--- src/rtl/dtm_pkg.sv ---
// Shared constants and types for the dual countdown timer.
// Assumes a 32-bit data path; control bit positions are fixed by software.
package dtm_pkg;
    localparam int DW = 32;

    localparam int CB_ONESHOT  = 0;
    localparam int CB_WIDE     = 1;
    localparam int CB_PS_LO    = 2;
    localparam int CB_INTEN    = 5;
    localparam int CB_PERIODIC = 6;
    localparam int CB_RUN      = 7;

    localparam logic [DW-1:0] CTRL_KEEP = 32'h0000_00EF;
    localparam logic [DW-1:0] CTRL_INIT = 32'h0000_0020;

    typedef enum logic [2:0] {
        CR_RELOAD  = 3'd0,
        CR_COUNT   = 3'd1,
        CR_CTRL    = 3'd2,
        CR_ICLR    = 3'd3,
        CR_RAW     = 3'd4,
        CR_MASKED  = 3'd5,
        CR_BGLOAD  = 3'd6,
        CR_NONE    = 3'd7
    } chreg_e;

    typedef struct packed {
        logic reload;
        logic bgload;
        logic ctrl;
        logic iclr;
    } chwr_t;
endpackage

--- src/rtl/dtm_prescaler.sv ---
// Clock divider for one channel: emits a one-cycle tick every 1, 2**MID_LOG
// or 2**HIGH_LOG cycles. Assumes sel 3 behaves like sel 2. Counter is held
// at zero while the channel is stopped or on restart.
module dtm_prescaler #(
    parameter int MID_LOG  = 4,
    parameter int HIGH_LOG = 8
) (
    input  logic       clk,
    input  logic       rst_n,
    input  logic       run,
    input  logic       restart,
    input  logic [1:0] sel,
    output logic       tick
);
    logic [HIGH_LOG-1:0] cnt;

    // Division counter: free-running while the channel runs
    always_ff @(posedge clk) begin
        if (!rst_n)
            cnt <= '0;
        else if (!run || restart)
            cnt <= '0;
        else
            cnt <= cnt + 1'b1;
    end

    // Tick decode for the selected division
    always_comb begin
        case (sel)
            2'd0:    tick = run;
            2'd1:    tick = run && (&cnt[MID_LOG-1:0]);
            default: tick = run && (&cnt);
        endcase
    end

    AST_MID_SPACING: assert property (@(posedge clk) disable iff (!rst_n)
        (tick && sel == 2'd1) |=> (!tick || sel == 2'd0));
endmodule

--- src/rtl/dtm_channel.sv ---
// One countdown channel: reload, live count, control word and raw flag.
// Assumes writes arrive as single-cycle strobes already decoded by the
// wrapper. The low NW bits count in narrow mode, the rest hold.
module dtm_channel
    import dtm_pkg::*;
#(
    parameter int NW       = 16,
    parameter int MID_LOG  = 4,
    parameter int HIGH_LOG = 8
) (
    input  logic          clk,
    input  logic          rst_n,
    input  chwr_t         wr,
    input  logic [DW-1:0] wdata,
    output logic [DW-1:0] reload_q,
    output logic [DW-1:0] count_q,
    output logic [DW-1:0] ctrl_q,
    output logic          raw_q,
    output logic          irq
);
    logic          run, wide, oneshot, periodic, tick;
    logic [DW-1:0] cur, src, stepped, merged;
    logic          at_one, at_zero, expire;

    assign run      = ctrl_q[CB_RUN];
    assign wide     = ctrl_q[CB_WIDE];
    assign oneshot  = ctrl_q[CB_ONESHOT];
    assign periodic = ctrl_q[CB_PERIODIC];

    dtm_prescaler #(.MID_LOG(MID_LOG), .HIGH_LOG(HIGH_LOG)) u_div (
        .clk     (clk),
        .rst_n   (rst_n),
        .run     (run),
        .restart (wr.reload),
        .sel     (ctrl_q[CB_PS_LO +: 2]),
        .tick    (tick)
    );

    // Next count value for a tick, honouring width and reload mode
    always_comb begin
        cur     = wide ? count_q : {{(DW-NW){1'b0}}, count_q[NW-1:0]};
        at_one  = (cur == {{(DW-1){1'b0}}, 1'b1});
        at_zero = (cur == '0);
        src     = periodic ? reload_q : '1;
        stepped = at_zero ? src : cur - 1'b1;
        merged  = wide ? stepped : {count_q[DW-1:NW], stepped[NW-1:0]};
        expire  = tick && at_one && !wr.reload;
    end

    // Live count: software load first, then tick-driven stepping
    always_ff @(posedge clk) begin
        if (!rst_n)
            count_q <= '1;
        else if (wr.reload)
            count_q <= wdata;
        else if (tick && !(at_zero && oneshot))
            count_q <= merged;
    end

    // Reload register written by either reload offset
    always_ff @(posedge clk) begin
        if (!rst_n)
            reload_q <= '0;
        else if (wr.reload || wr.bgload)
            reload_q <= wdata;
    end

    // Control word with unused bits forced to zero
    always_ff @(posedge clk) begin
        if (!rst_n)
            ctrl_q <= CTRL_INIT;
        else if (wr.ctrl)
            ctrl_q <= wdata & CTRL_KEEP;
    end

    // Raw flag: expiry sets and wins over a clear
    always_ff @(posedge clk) begin
        if (!rst_n)
            raw_q <= 1'b0;
        else if (expire)
            raw_q <= 1'b1;
        else if (wr.iclr)
            raw_q <= 1'b0;
    end

    assign irq = raw_q && ctrl_q[CB_INTEN];

    AST_CLEAR_RAW: assert property (@(posedge clk) disable iff (!rst_n)
        (wr.iclr && !tick) |=> !raw_q);
    AST_EXPIRE_SETS: assert property (@(posedge clk) disable iff (!rst_n)
        (tick && at_one && !wr.reload) |=> raw_q);
    AST_ONESHOT_PARK: assert property (@(posedge clk) disable iff (!rst_n)
        (run && oneshot && at_zero && !wr.reload) |=> (count_q == $past(count_q)));
    AST_NARROW_UPPER: assert property (@(posedge clk) disable iff (!rst_n)
        (!wide && !wr.reload) |=> (count_q[DW-1:NW] == $past(count_q[DW-1:NW])));
endmodule

--- src/rtl/dtm_id_rom.sv ---
// Identification byte table indexed by word; entries past the table read 0.
module dtm_id_rom (
    input  logic [3:0] idx,
    output logic [7:0] id_byte
);
    // Fixed identification bytes in word order
    always_comb begin
        case (idx)
            4'd0:    id_byte = 8'h04;
            4'd4:    id_byte = 8'h23;
            4'd5:    id_byte = 8'hB8;
            4'd6:    id_byte = 8'h1B;
            4'd8:    id_byte = 8'h0D;
            4'd9:    id_byte = 8'hF0;
            4'd10:   id_byte = 8'h05;
            4'd11:   id_byte = 8'hB1;
            default: id_byte = 8'h00;
        endcase
    end
endmodule

--- src/rtl/twin_timer_apb.sv ---
// Bus wrapper for two countdown channels in one 4 KB window. Decodes the
// access phase of each transfer, pads unstrobed bytes with zero, muxes read
// data with no wait state, and applies the interrupt override.
// Assumes word-aligned addresses; paddr[1:0] are ignored.
module twin_timer_apb
    import dtm_pkg::*;
#(
    parameter int AW       = 12,
    parameter int NW       = 16,
    parameter int MID_LOG  = 4,
    parameter int HIGH_LOG = 8
) (
    input  logic          clk,
    input  logic          rst_n,
    input  logic          psel,
    input  logic          penable,
    input  logic          pwrite,
    input  logic [AW-1:0] paddr,
    input  logic [DW-1:0] pwdata,
    input  logic [3:0]    pstrb,
    output logic [DW-1:0] prdata,
    output logic          pready,
    output logic          irq_ch0,
    output logic          irq_ch1,
    output logic          irq_any
);
    localparam int NCH   = 2;
    localparam int NLANE = DW / 8;
    localparam logic [AW-1:0] OFS_OVR_EN  = AW'(12'hF00);
    localparam logic [AW-1:0] OFS_OVR_VAL = AW'(12'hF04);
    localparam logic [AW-1:0] OFS_ID_LO   = AW'(12'hFD0);
    localparam logic [AW-1:0] OFS_ID_HI   = AW'(12'hFFC);

    logic          acc, wr_acc;
    logic [DW-1:0] wdata_eff;
    logic          in_chan, chan_bit, is_ovr_en, is_ovr_val, is_id;
    chreg_e        creg;
    logic [AW-1:0] id_off;
    logic [7:0]    id_byte;
    logic          ovr_en_q;
    logic [NCH-1:0] ovr_val_q;
    logic [DW-1:0] rd_mux;
    logic [NCH-1:0] irq_line;
    logic          unused_addr;

    logic [DW-1:0] reload_a [NCH];
    logic [DW-1:0] count_a  [NCH];
    logic [DW-1:0] ctrl_a   [NCH];
    logic [NCH-1:0] raw_a;
    logic [NCH-1:0] irq_a;

    assign acc         = psel && penable;
    assign wr_acc      = acc && pwrite;
    assign pready      = 1'b1;
    assign unused_addr = ^paddr[1:0];

    // Zero-pad byte lanes whose strobe is low
    genvar b;
    generate
        for (b = 0; b < NLANE; b++) begin : g_lane
            assign wdata_eff[8*b +: 8] = pwdata[8*b +: 8] & {8{pstrb[b]}};
        end
    endgenerate

    // Address decode of the window regions
    always_comb begin
        in_chan    = (paddr[AW-1:6] == '0);
        chan_bit   = paddr[5];
        creg       = chreg_e'(paddr[4:2]);
        is_ovr_en  = (paddr[AW-1:2] == OFS_OVR_EN[AW-1:2]);
        is_ovr_val = (paddr[AW-1:2] == OFS_OVR_VAL[AW-1:2]);
        is_id      = (paddr[AW-1:2] >= OFS_ID_LO[AW-1:2]) &&
                     (paddr[AW-1:2] <= OFS_ID_HI[AW-1:2]);
        id_off     = paddr - OFS_ID_LO;
    end

    dtm_id_rom u_id (
        .idx     (id_off[5:2]),
        .id_byte (id_byte)
    );

    // Channel instances with per-channel write strobes
    genvar c;
    generate
        for (c = 0; c < NCH; c++) begin : g_ch
            chwr_t hit;
            logic  sel_me;
            assign sel_me     = wr_acc && in_chan && (chan_bit == 1'(c));
            assign hit.reload = sel_me && (creg == CR_RELOAD);
            assign hit.bgload = sel_me && (creg == CR_BGLOAD);
            assign hit.ctrl   = sel_me && (creg == CR_CTRL);
            assign hit.iclr   = sel_me && (creg == CR_ICLR);

            dtm_channel #(.NW(NW), .MID_LOG(MID_LOG), .HIGH_LOG(HIGH_LOG)) u_ch (
                .clk      (clk),
                .rst_n    (rst_n),
                .wr       (hit),
                .wdata    (wdata_eff),
                .reload_q (reload_a[c]),
                .count_q  (count_a[c]),
                .ctrl_q   (ctrl_a[c]),
                .raw_q    (raw_a[c]),
                .irq      (irq_a[c])
            );
        end
    endgenerate

    // Override enable register
    always_ff @(posedge clk) begin
        if (!rst_n)
            ovr_en_q <= 1'b0;
        else if (wr_acc && is_ovr_en)
            ovr_en_q <= wdata_eff[0];
    end

    // Override value register (write-only)
    always_ff @(posedge clk) begin
        if (!rst_n)
            ovr_val_q <= '0;
        else if (wr_acc && is_ovr_val)
            ovr_val_q <= wdata_eff[NCH-1:0];
    end

    // Read data multiplexer
    always_comb begin
        rd_mux = '0;
        if (in_chan) begin
            case (creg)
                CR_RELOAD, CR_BGLOAD: rd_mux = reload_a[chan_bit];
                CR_COUNT:             rd_mux = count_a[chan_bit];
                CR_CTRL:              rd_mux = ctrl_a[chan_bit];
                CR_RAW:               rd_mux = {{(DW-1){1'b0}}, raw_a[chan_bit]};
                CR_MASKED:            rd_mux = {{(DW-1){1'b0}}, irq_a[chan_bit]};
                default:              rd_mux = '0;
            endcase
        end else if (is_ovr_en) begin
            rd_mux = {{(DW-1){1'b0}}, ovr_en_q};
        end else if (is_id) begin
            rd_mux = {{(DW-8){1'b0}}, id_byte};
        end
    end

    assign prdata = (psel && !pwrite) ? rd_mux : '0;

    // Interrupt line selection between counters and override
    assign irq_line = ovr_en_q ? ovr_val_q : irq_a;
    assign irq_ch0  = irq_line[0];
    assign irq_ch1  = irq_line[1];
    assign irq_any  = |irq_line;

    AST_OVR_DRIVE: assert property (@(posedge clk) disable iff (!rst_n)
        (wr_acc && is_ovr_val && ovr_en_q) |=>
        (irq_ch0 == $past(wdata_eff[0]) && irq_ch1 == $past(wdata_eff[1])));
    AST_LINE_NEEDS_RAW: assert property (@(posedge clk) disable iff (!rst_n)
        (!ovr_en_q && (irq_ch0 || irq_ch1)) |-> (raw_a != '0));
    AST_UNMAPPED_ZERO: assert property (@(posedge clk) disable iff (!rst_n)
        (acc && !pwrite && !in_chan && !is_ovr_en && !is_id) |-> (prdata == '0));
endmodule

--- config.mk ---
export PLATFORM = sky130hd
export DESIGN_NAME = twin_timer_apb
export DESIGN_NICKNAME = d
export VERILOG_FILES = /design/src/rtl/dtm_pkg.sv /design/src/rtl/dtm_prescaler.sv /design/src/rtl/dtm_channel.sv /design/src/rtl/dtm_id_rom.sv /design/src/rtl/twin_timer_apb.sv
export SDC_FILE = /design/constraint.sdc
export NUM_CORES = 1
export LEC_CHECK = 0
export ABC_AREA = 1
export BUFFER_PORTS_ARGS = -buffer_cell sky130_fd_sc_hd__buf_2
export CORE_ASPECT_RATIO = 1.4
export CORE_UTILIZATION = 55
export DETAILED_ROUTE_END_ITERATION = 8
export GPL_TIMING_DRIVEN = 0
export PLACE_DENSITY = 0.77
export RECOVER_POWER = 100
export SLEW_MARGIN = 20
export SYNTH_ARGS = -nofsm -noshare
export SYNTH_HDL_FRONTEND = slang
export SYNTH_SLANG_ARGS = --single-unit
--- constraint.sdc ---
create_clock -name clk -period 4.31 [get_ports clk]
set_clock_uncertainty 0.15 [all_clocks]
set_input_delay 0.862 -clock clk [delete_from_list [all_inputs] [get_ports clk]]
set_output_delay 0.862 -clock clk [all_outputs]
set_load 0.02 [all_outputs]
Word level (Yosys, flattened, before mapping)
Memory sizes are Yosys's and may differ from the RTL's.
Cells that the tools add are included.
{"block": "word_totals", "register_bits": 163, "mem_bits_ro": 128, "in_bits": 53, "out_inout_bits": 36, "elab_cells": 144, "n_memories": 1}
{"name": "(no name shown)", "words": 16, "word_bits": 8, "read_ports": 1, "rd_clocked_by_memory_dff": 0, "write_ports": 0, "line": "dtm_id_rom.sv:8", "text": "case (idx)"}
{"block": "classes", "addsub": 5, "order_cmp": 4, "n_eq_ne": 12, "muxes": 37, "n_bitwise": 7, "reduce_logical": 64}
{"cell": "two-way mux 32 bit", "n": 22}
{"cell": "one-hot mux 32 bit (5 select lines)", "n": 1}
{"cell": "== test 32 x 1 -> 1 bit, second input constant", "n": 2}
{"cell": "zero test 32 bit", "n": 2}
{"cell": "subtractor 32 x 1 -> 32 bit, second input constant", "n": 2}
{"cell": "AND 8 bit", "n": 4}
{"cell": "logical AND 1 bit", "n": 31}
{"cell": "two-way mux 8 bit", "n": 3}
{"cell": "== test 10 bit, second input constant", "n": 2}
{"cell": "adder 8 x 1 -> 8 bit, second input constant", "n": 2}
{"cell": "AND reduction 8 bit", "n": 2}
{"cell": "nonzero test 2 bit", "n": 6}
{"cell": ">= comparator 10 bit, second input constant", "n": 1}
{"cell": "less-or-equal comparator 10 bit, second input constant", "n": 1}
{"cell": "== test 3 bit, second input constant", "n": 3}
{"cell": "two-way mux 1 bit", "n": 8}
{"cell": "AND reduction 4 bit", "n": 2}
{"cell": "OR reduction 2 bit", "n": 4}
{"cell": "zero test 1 bit", "n": 7}
{"cell": "== test 3 x 2 -> 1 bit, second input constant", "n": 2}
{"cell": "zero test 6 bit", "n": 1}
{"cell": "subtractor 6 x 5 -> 6 bit, second input constant", "n": 1}
{"cell": "== test 2 x 1 -> 1 bit, second input constant", "n": 2}
{"cell": "zero test 2 bit", "n": 2}
{"cell": "other kinds (10)", "n": 16}

Depth between registers and ports, before layout
Gate-level depths: netlist (run 1).
{"block": "depth", "word_depth": 8, "mapped_depth": 14, "depth_no_buf": 13}

Cells and area by module
From an unflattened synthesis (run 1), not the netlist that was laid out.
{"block": "unflattened", "cells_unflattened": 2396, "hier_area_um2": 13680.6}
{"module": "dtm_channel", "n_inst": 2, "cells_per_inst": 797, "area_each_um2": 4993.5, "seq_area_each_um2": 1441.4}
{"module": "twin_timer_apb", "n_inst": 1, "cells_per_inst": 671, "area_each_um2": 2836.5, "seq_area_each_um2": 60.1}
{"module": "dtm_prescaler", "n_inst": 2, "cells_per_inst": 52, "area_each_um2": 357.8, "seq_area_each_um2": 160.2}
{"module": "dtm_id_rom", "n_inst": 1, "cells_per_inst": 27, "area_each_um2": 141.4, "seq_area_each_um2": 0.0}

Worst setup path before layout (run 1)
OpenSTA, ideal clock, no wires.
{"block": "synth_timing", "path_type": "input -> output", "from": "input port paddr[5]", "to": "output port prdata[2]", "arrival_time_ns": 2.935, "required_time_ns": 3.298, "setup_slack_ns": 0.363, "cell_stages": 12, "path_buffers": 4, "cell_sequence": "buf_2 -> inv_1 -> buf_2 -> clkbuf_1 -> clkbuf_1 -> ha_1 -> nand2_1 -> nand2_1 -> nand2_1 -> nor2_1 -> inv_1 -> o31ai_1"}
{"block": "synth_via", "elab_chain_cells": 7, "elab_cells_between_ends": 21, "cone_classes": "add/sub (1); order compare (2); eq/ne (1); mux (14); bitwise (1); reduce/logical (1); memory (1)"}
{"element": "start: declaration", "line": "twin_timer_apb.sv:18", "text": "input logic [AW-1:0] paddr,"}
{"element": "branches (longest 5 deep; another with memory (16 x 8 bit))"}
{"element": "two-way mux 32 bit *", "line": "twin_timer_apb.sv:127", "text": "if (in_chan) begin"}
{"element": "two-way mux 32 bit *", "line": "twin_timer_apb.sv:143", "text": "assign prdata = (psel && !pwrite) ? rd_mux : '0;"}
{"element": "end: declaration", "line": "twin_timer_apb.sv:21", "text": "output logic [DW-1:0] prdata,"}
Mark *: on every way between the ends. The select of a mux whose other input is x is not followed.

Worst setup path in the final report (run 1)
{"block": "layout_timing", "from": "input port paddr[2]", "to": "output port prdata[17]"}
{"block": "layout_via", "elab_chain_cells": 5, "elab_cells_between_ends": 10, "cone_classes": "eq/ne (5); mux (3); reduce/logical (2)"}
{"element": "== test 3 bit or zero test 3 bit (tied branches)", "line": "twin_timer_apb.sv:128", "text": "case (creg)"}
{"element": "OR reduction 2 bit", "line": "twin_timer_apb.sv:128"}
{"element": "one-hot mux 32 bit (5 select lines) *", "line": "twin_timer_apb.sv:128"}
{"element": "two-way mux 32 bit *", "line": "twin_timer_apb.sv:127"}
{"element": "two-way mux 32 bit *", "line": "twin_timer_apb.sv:143"}
Mark *: on every way between the ends. The rest lies on a longest branch, timed or not.

==> flow_metrics.tcl, run 1 <==
set metrics [dict create \
    vias_per_cell 5.80 \
    maxCapViolCount 0 \
    antenna_found_initial 1 \
    rows 62 \
    wl_per_cell_um 18.7 \
    status "completed" \
    arrival_ns 3.05 \
    yosysSeqAreaShare 0.281 \
    dp_hpwl_mm 34.9 \
    grt_pass1_wl_mm 67.3 \
    rr_worst_depth 14 \
    cp_max_fo 10 \
    power_density_nw_per_um2 259 \
    synth_top_area_frac 0.281 \
    place_ws_ns -0.196 \
    n_fill_cell 2136 \
    worstHoldPathCells 1 \
    cts_tree "done" \
    htree_levels 4 \
    syn_avg_cell_area_um2 5.93 \
    design.final.nets 2123 \
    maxSlewViolCount 0 \
    intPower_mw 2.45 \
    yosysWarnings 0 \
    multi_input_area_um2 6940 \
    worstPathRequired_ns 3.30 \
    yosysTopAreaCell "dfxtp_1" \
    syn2layout_area_growth_pct 10.8 \
    overflow 0 \
    syn_nets 2026 \
    diodes 0 \
    ff_latch_area_um2 3260 \
    cellLeakagePower_nw 6.26 \
    gp_congestion 1.05 \
    die-height_um 174 \
    finalSetupTns_ns 0 \
    worstSetupPathType "primary input to output pin" \
    boundaryPins 89 \
    grt_pass1_vias 12400 \
    grt_max_degree 17 \
    grt_usage 0.404 \
    ys_ff_latch 163 \
    via_count 13500 \
    ir_worst_vdd_mv 0.288 \
    initial_core_util 0.563 \
    die-area_um2 21700 \
    pwr-share-comb 0.062 \
    cts_sinks 163 \
    hold_violations 0 \
    drtPass1Iterations 6 \
    p_sw_uw 882 \
    period_minus_slack_ns 4.06 \
    clk_pin_slew_worst_paths_ns 0.07 \
    cp-end-kind "output pin" \
    clock_path_buffers 2 \
    ant_nets 0 \
    fin_area_um2 12900 \
    synth.distinct_cells 46 \
    start_kind "primary input" \
    cts_made_buffers 17 \
    hp-class "register to register" \
    netlist_instances 1958 \
    synthTopCellsByArea "dfxtp_1 (28%), nand2_1 (17%), o21ai_0 (10%)" \
    placed_cell_area_um2 12300 \
    worst_slack_ns 0.250 \
    setup_viol 0 \
    finalCoreUtilization 0.623 \
    drt_iter0_drc 1627 \
    routed_wl_mm 43.6 \
    cts_root_buf "clkbuf_16" \
    drcViolationCount 0 \
    worstMarginPinSlew_ns 0.883 \
    fmax_ghz 0.246 \
    max_slew_margin 0.411 \
    clockPowerShare 0.485 \
    core_um2 20600 \
    syn_area_um2 11600 \
    drive_above_1_share 0.0812 \
    pwr-share-seq 0.452 \
    p_sw_frac 0.265 \
    port_buffers 79 \
    rsz0062_at_grt "no" \
    insertion_delay_ns 0.46 \
    die_w_um 125 \
    period_share 0.942 \
]
layout by cell type, fill, tap and decap left out, drive strengths merged, types with 2 or more instances in the layout:
master	n
xor2	24
inv	257
clkinv	6
nand3	207
o21ai	249
bufinv	2
o211ai	5
nand4	11
a32o	2
o21bai	2
or2	9
nor3b	2
nand2	543
nor2	189
a22oi	6
nor3	8
dfxtp	163
buf	67
a21boi	3
xnor2	7
nand3b	16
clkbuf	123
a21oi	142
ha	15
o22ai	2
cells by family (layout without fill, tap and decap cells):
family	Yosys count	after routing	synth area share
AO/OA/AOI/OAI	416	416	0.186
buffers and inverters	346	456	0.121
adder cells (fa/ha/maj)	15	15	0.0162
XOR/XNOR	31	31	0.0234
flip-flops	163	163	0.281
AND/OR/NAND/NOR	986	986	0.373
other	1	1	0.000323
stage by stage:
| stage | hold slack [ns] | instances | power, mW |
|---|---|---|---|
| global route | 0.319 | 2324 | 3.38 |
| detailed placement | 0.287 | 2293 | 1.74 |
| CTS | 0.301 | 2325 | 3.31 |
| finish | 0.298 | 2324 | 3.33 |
| global placement | 0.281 | 2293 | 1.74 |
| floorplan | 0.268 | 1958 | 1.65 |
power groups by stage:
stage                     clock network (mW)  registers, mW  logic (mW)
after global placement                     0           1.54       0.198
after detailed placement                   0           1.54       0.200
final                                   1.62           1.51       0.207
after global routing                    1.65           1.51       0.224
after CTS                               1.60           1.51       0.200
after floorplan                            0           1.54       0.114
timing repair:
action                     4_1_cts  5_1_grt
hold buffers                     0        0
buffers inserted                 0        0
resized for setup                1        0
hold endpoints to repair         0        0
setup endpoints to repair        8        7
synthesized netlist by cell type (all sizes together):
cell	instances
a211o	1
a211oi	1
a21boi	3
a21o	1
a21oi	142
a22oi	6
a31oi	1
a32o	2
and2	1
buf	36
clkbuf	58
clkinv	3
conb	1
dfxtp	163
ha	15
inv	249
nand2	543
nand3	207
nand3b	16
nand4	11
nor2	189
nor3	8
nor3b	2
o211ai	5
o21ai	249
o21bai	2
o22ai	2
o31ai	1
or2	9
xnor2	7
xor2	24
critical path, stage by stage:
cell,delay (ns)
clkbuf_1,0.13
inv_1,0.14
ha_1,0.18
inv_1,0.05
o21ai_2,0.30
buf_2,0.32
clkbuf_1,0.38
nand2_1,0.11
a21oi_1,0.30
clkbuf_1,0.27
registers in the layout, summed over array words and instances (netlist names):
signal and flops:
g_ch.u_ch.count_q 64, g_ch.u_ch.reload_q 64, g_ch.u_ch.u_div.cnt 16, g_ch.u_ch.ctrl_q 14, g_ch.u_ch.raw_q 2, ovr_val_q 2, ovr_en_q 1
per-layer routing:
| layer | GRT usage | wire [µm] |
|---|---|---|
| met5 | 0 | 0 |
| met4 | 0.245 | 2570 |
| met1 | 0.490 | 16900 |
| met2 | 0.672 | 20000 |
| met3 | 0.0674 | 4040 |
path summary, 6_finish.rpt:
check	startpoint	slack, ns	to
worst min-delay path	g_ch[0].u_ch.u_div.cnt[0]$_SDFF_PP0_	0.30	g_ch[0].u_ch.u_div.cnt[0]$_SDFF_PP0_
worst max-delay path	paddr[2]	0.25	prdata[17]
worst max register to register	g_ch[1].u_ch.u_div.cnt[0]$_SDFF_PP0_	1.39	g_ch[1].u_ch.count_q[13]$_SDFFE_PN1P_
worst min register to register	g_ch[0].u_ch.u_div.cnt[0]$_SDFF_PP0_	0.30	g_ch[0].u_ch.u_div.cnt[0]$_SDFF_PP0_
cell type report:
| class | instances | share of cell area |
|---|---|---|
| Multi-Input combinational cell | 1449 | 0.539 |
| Sequential cell | 163 | 0.254 |
| Inverter | 252 | 0.0736 |
| Clock buffer | 18 | 0.0341 |
| Buffer | 93 | 0.0337 |
| Timing Repair Buffer | 79 | 0.0276 |
| Tap cell | 256 | 0.0249 |
| Clock inverter | 14 | 0.0128 |
No activity file was read; power rests on OpenSTA's default activity.
==> run 2: changes to the inputs <==
--- a/config.mk
+++ b/config.mk
@@ -8,10 +8,10 @@
 export ABC_AREA = 1
 export BUFFER_PORTS_ARGS = -buffer_cell sky130_fd_sc_hd__buf_2
 export CORE_ASPECT_RATIO = 1.4
-export CORE_UTILIZATION = 55
+export CORE_UTILIZATION = 45
 export DETAILED_ROUTE_END_ITERATION = 8
 export GPL_TIMING_DRIVEN = 0
-export PLACE_DENSITY = 0.77
+export PLACE_DENSITY = 0.66
 export RECOVER_POWER = 100
 export SLEW_MARGIN = 20
 export SYNTH_ARGS = -nofsm -noshare
==> run 2 against run 1 <==
Highest routed layer unchanged; clock power fell by 5%; critical path depth did not move; utilization fell by 11 points; via count fell by 1.2%; first-iteration DRC count fell by 24%; largest cell class unchanged; critical path type unchanged; fmax fell by 2.3%; critical endpoint is now prdata[11]; global-route usage fell by 5.6 points; cell count rose by 2.7%; wire length rose by 2.6%; count of clock-buffer cells in the layout fell by 1; die area rose by 22%; sequential power barely moved.
==> flow_metrics.tcl, run 2 (same netlist as run 1, synthesis figures left out) <==
set metrics [dict create \
    max_slew_margin 0.336 \
    max_stage_delay_ns 0.40 \
    die-area_um2 26500 \
    drive_above_1_share 0.0841 \
    gp_congestion 1.03 \
    final_common_cell "nand2_1" \
    cellLeakagePower_nw 6.27 \
    cp_max_fo 10 \
    rsz0062_at_grt "no" \
    insertion_delay_ns 0.45 \
    period_share 0.964 \
    multi_input_area_um2 6930 \
    initial_core_util 0.458 \
    wl_per_cell_um 18.7 \
    worstMarginPinSlew_ns 0.995 \
    boundaryPins 89 \
    worstSetupPathType "primary input to output pin" \
    arrival_ns 3.14 \
    cts_root_buf "clkbuf_16" \
    clock_path_buffers 2 \
    drcViolationCount 0 \
    cp-end-kind "output pin" \
    cts_tree "done" \
    cts_made_buffers 17 \
    fmax_ghz 0.241 \
    routed_wl_mm 44.7 \
    dp_hpwl_mm 36.2 \
    drtPass1Iterations 6 \
    die-height_um 192 \
    p_sw_uw 923 \
    placed_cell_area_um2 12400 \
    worstPathRequired_ns 3.30 \
    maxSlewViolCount 0 \
    p_sw_frac 0.283 \
    ff_latch_area_um2 3260 \
    clk_pin_slew_worst_paths_ns 0.07 \
    period_minus_slack_ns 4.16 \
    fin_hold_ws_ns 0.306 \
    vias_per_cell 5.58 \
    overflow 0 \
    die_w_um 138 \
    ant_nets 0 \
    via_count 13300 \
    status "completed" \
    grt_pass1_wl_mm 68.8 \
    syn2layout_area_growth_pct 11.3 \
    hp-class "register to register" \
    grt_usage 0.348 \
    top_regs "g_ch.u_ch.count_q: 64 flops, g_ch.u_ch.reload_q: 64 flops, g_ch.u_ch.u_div.cnt: 16 flops" \
    hold_violations 0 \
    drt_iter0_drc 1235 \
    pwr-share-comb 0.064 \
    fin_area_um2 12900 \
    antenna_found_initial 0 \
    port_buffers 79 \
    cpMaxStageDelayCell "clkbuf_1" \
    cts_sinks 163 \
    design.final.nets 2123 \
    intPower_mw 2.34 \
    finalCoreUtilization 0.509 \
    layout_common_cells "nand2_1 (522), o21ai_0 (242), inv_1 (240), nand3_1 (197), nor2_1 (173)" \
    worst_slack_ns 0.153 \
    fin_cells 2387 \
    pwr-share-seq 0.462 \
    core_um2 25400 \
    grt_pass1_vias 12400 \
    maxCapViolCount 0 \
    diodes 0 \
    power_density_nw_per_um2 252 \
    grt_max_degree 19 \
    path_cells "clkbuf_1 -> inv_1 -> ha_1 -> inv_1 -> o21ai_2 -> clkbuf_2 -> clkbuf_1 -> nand2_1 -> a21oi_1 -> clkbuf_2" \
    htree_levels 4 \
    n_fill_cell 2763 \
    setup_viol 0 \
    start_kind "primary input" \
    place_ws_ns -0.189 \
    post_cts_buffers 0 \
    clockPowerShare 0.474 \
    ir_worst_vdd_mv 0.294 \
    rows 69 \
    dp_cells 2356 \
]
[run 2: per-layer routing]
layer | global-route usage | part of all wire | vias up | wire (µm)
met1 | 0.432 | 0.40 | 6039 | 17900
met5 | 0 | 0 | - | 0
met3 | 0.0430 | 0.075 | 146 | 3380
met4 | 0.180 | 0.055 | 0 | 2440
li1 | - | - | 6486 | -
met2 | 0.584 | 0.47 | 645 | 21000
[run 2: area by class of cell]
cell class | instances | share of cell area
multi-input cells | 1449 | 0.536
repair buffers | 79 | 0.0282
inverters | 252 | 0.0733
clock inverters | 15 | 0.0120
well taps | 319 | 0.0309
plain buffers | 93 | 0.0342
flip-flops and latches | 163 | 0.253
clock buffers | 17 | 0.0329
[run 2: what timing repair did]
action                                  4_1_cts  5_1_grt
gates resized for setup                       1        0
endpoints found under the setup margin        8        7
gates cloned                                  0        0
hold buffers                                  0        0
[run 2: stage by stage]
step	setup TNS, ns	total power [mW]
finish	0	3.26
floorplan	0	1.65
global placement	-1.19	1.74
CTS	0	3.25
detailed placement	-1.08	1.75
global route	0	3.34
[run 2: critical path, delay by kind of cell]
family	cells	cell delay, ns
buf+inv	6	1.31
compound gates	2	0.67
fa+ha+maj	1	0.19
simple gates	1	0.10
[run 2: path summary, 6_finish.rpt]
| check | startpoint | slack, ns | to | cells past startpoint |
|---|---|---|---|---|
| setup / recovery | paddr[2] | 0.15 | prdata[11] | 10 |
| hold reg to reg | ovr_val_q[0]$_SDFFE_PN0P_ | 0.31 | ovr_val_q[0]$_SDFFE_PN0P_ | 2 |
| hold / removal | ovr_val_q[0]$_SDFFE_PN0P_ | 0.31 | ovr_val_q[0]$_SDFFE_PN0P_ | 2 |
| setup reg to reg | g_ch[1].u_ch.count_q[12]$_SDFFE_PN1P_ | 1.65 | g_ch[1].u_ch.count_q[31]$_SDFFE_PN1P_ | 10 |
[run 2: power groups by stage]
stage / registers, mW / logic, mW / clock network [mW]
2_1_floorplan: 1.54 / 0.114 / 0
3_3_place_gp: 1.54 / 0.203 / 0
3_5_place_dp: 1.54 / 0.204 / 0
4_1_cts: 1.51 / 0.205 / 1.54
5_1_grt: 1.51 / 0.227 / 1.60
6_report: 1.51 / 0.210 / 1.54
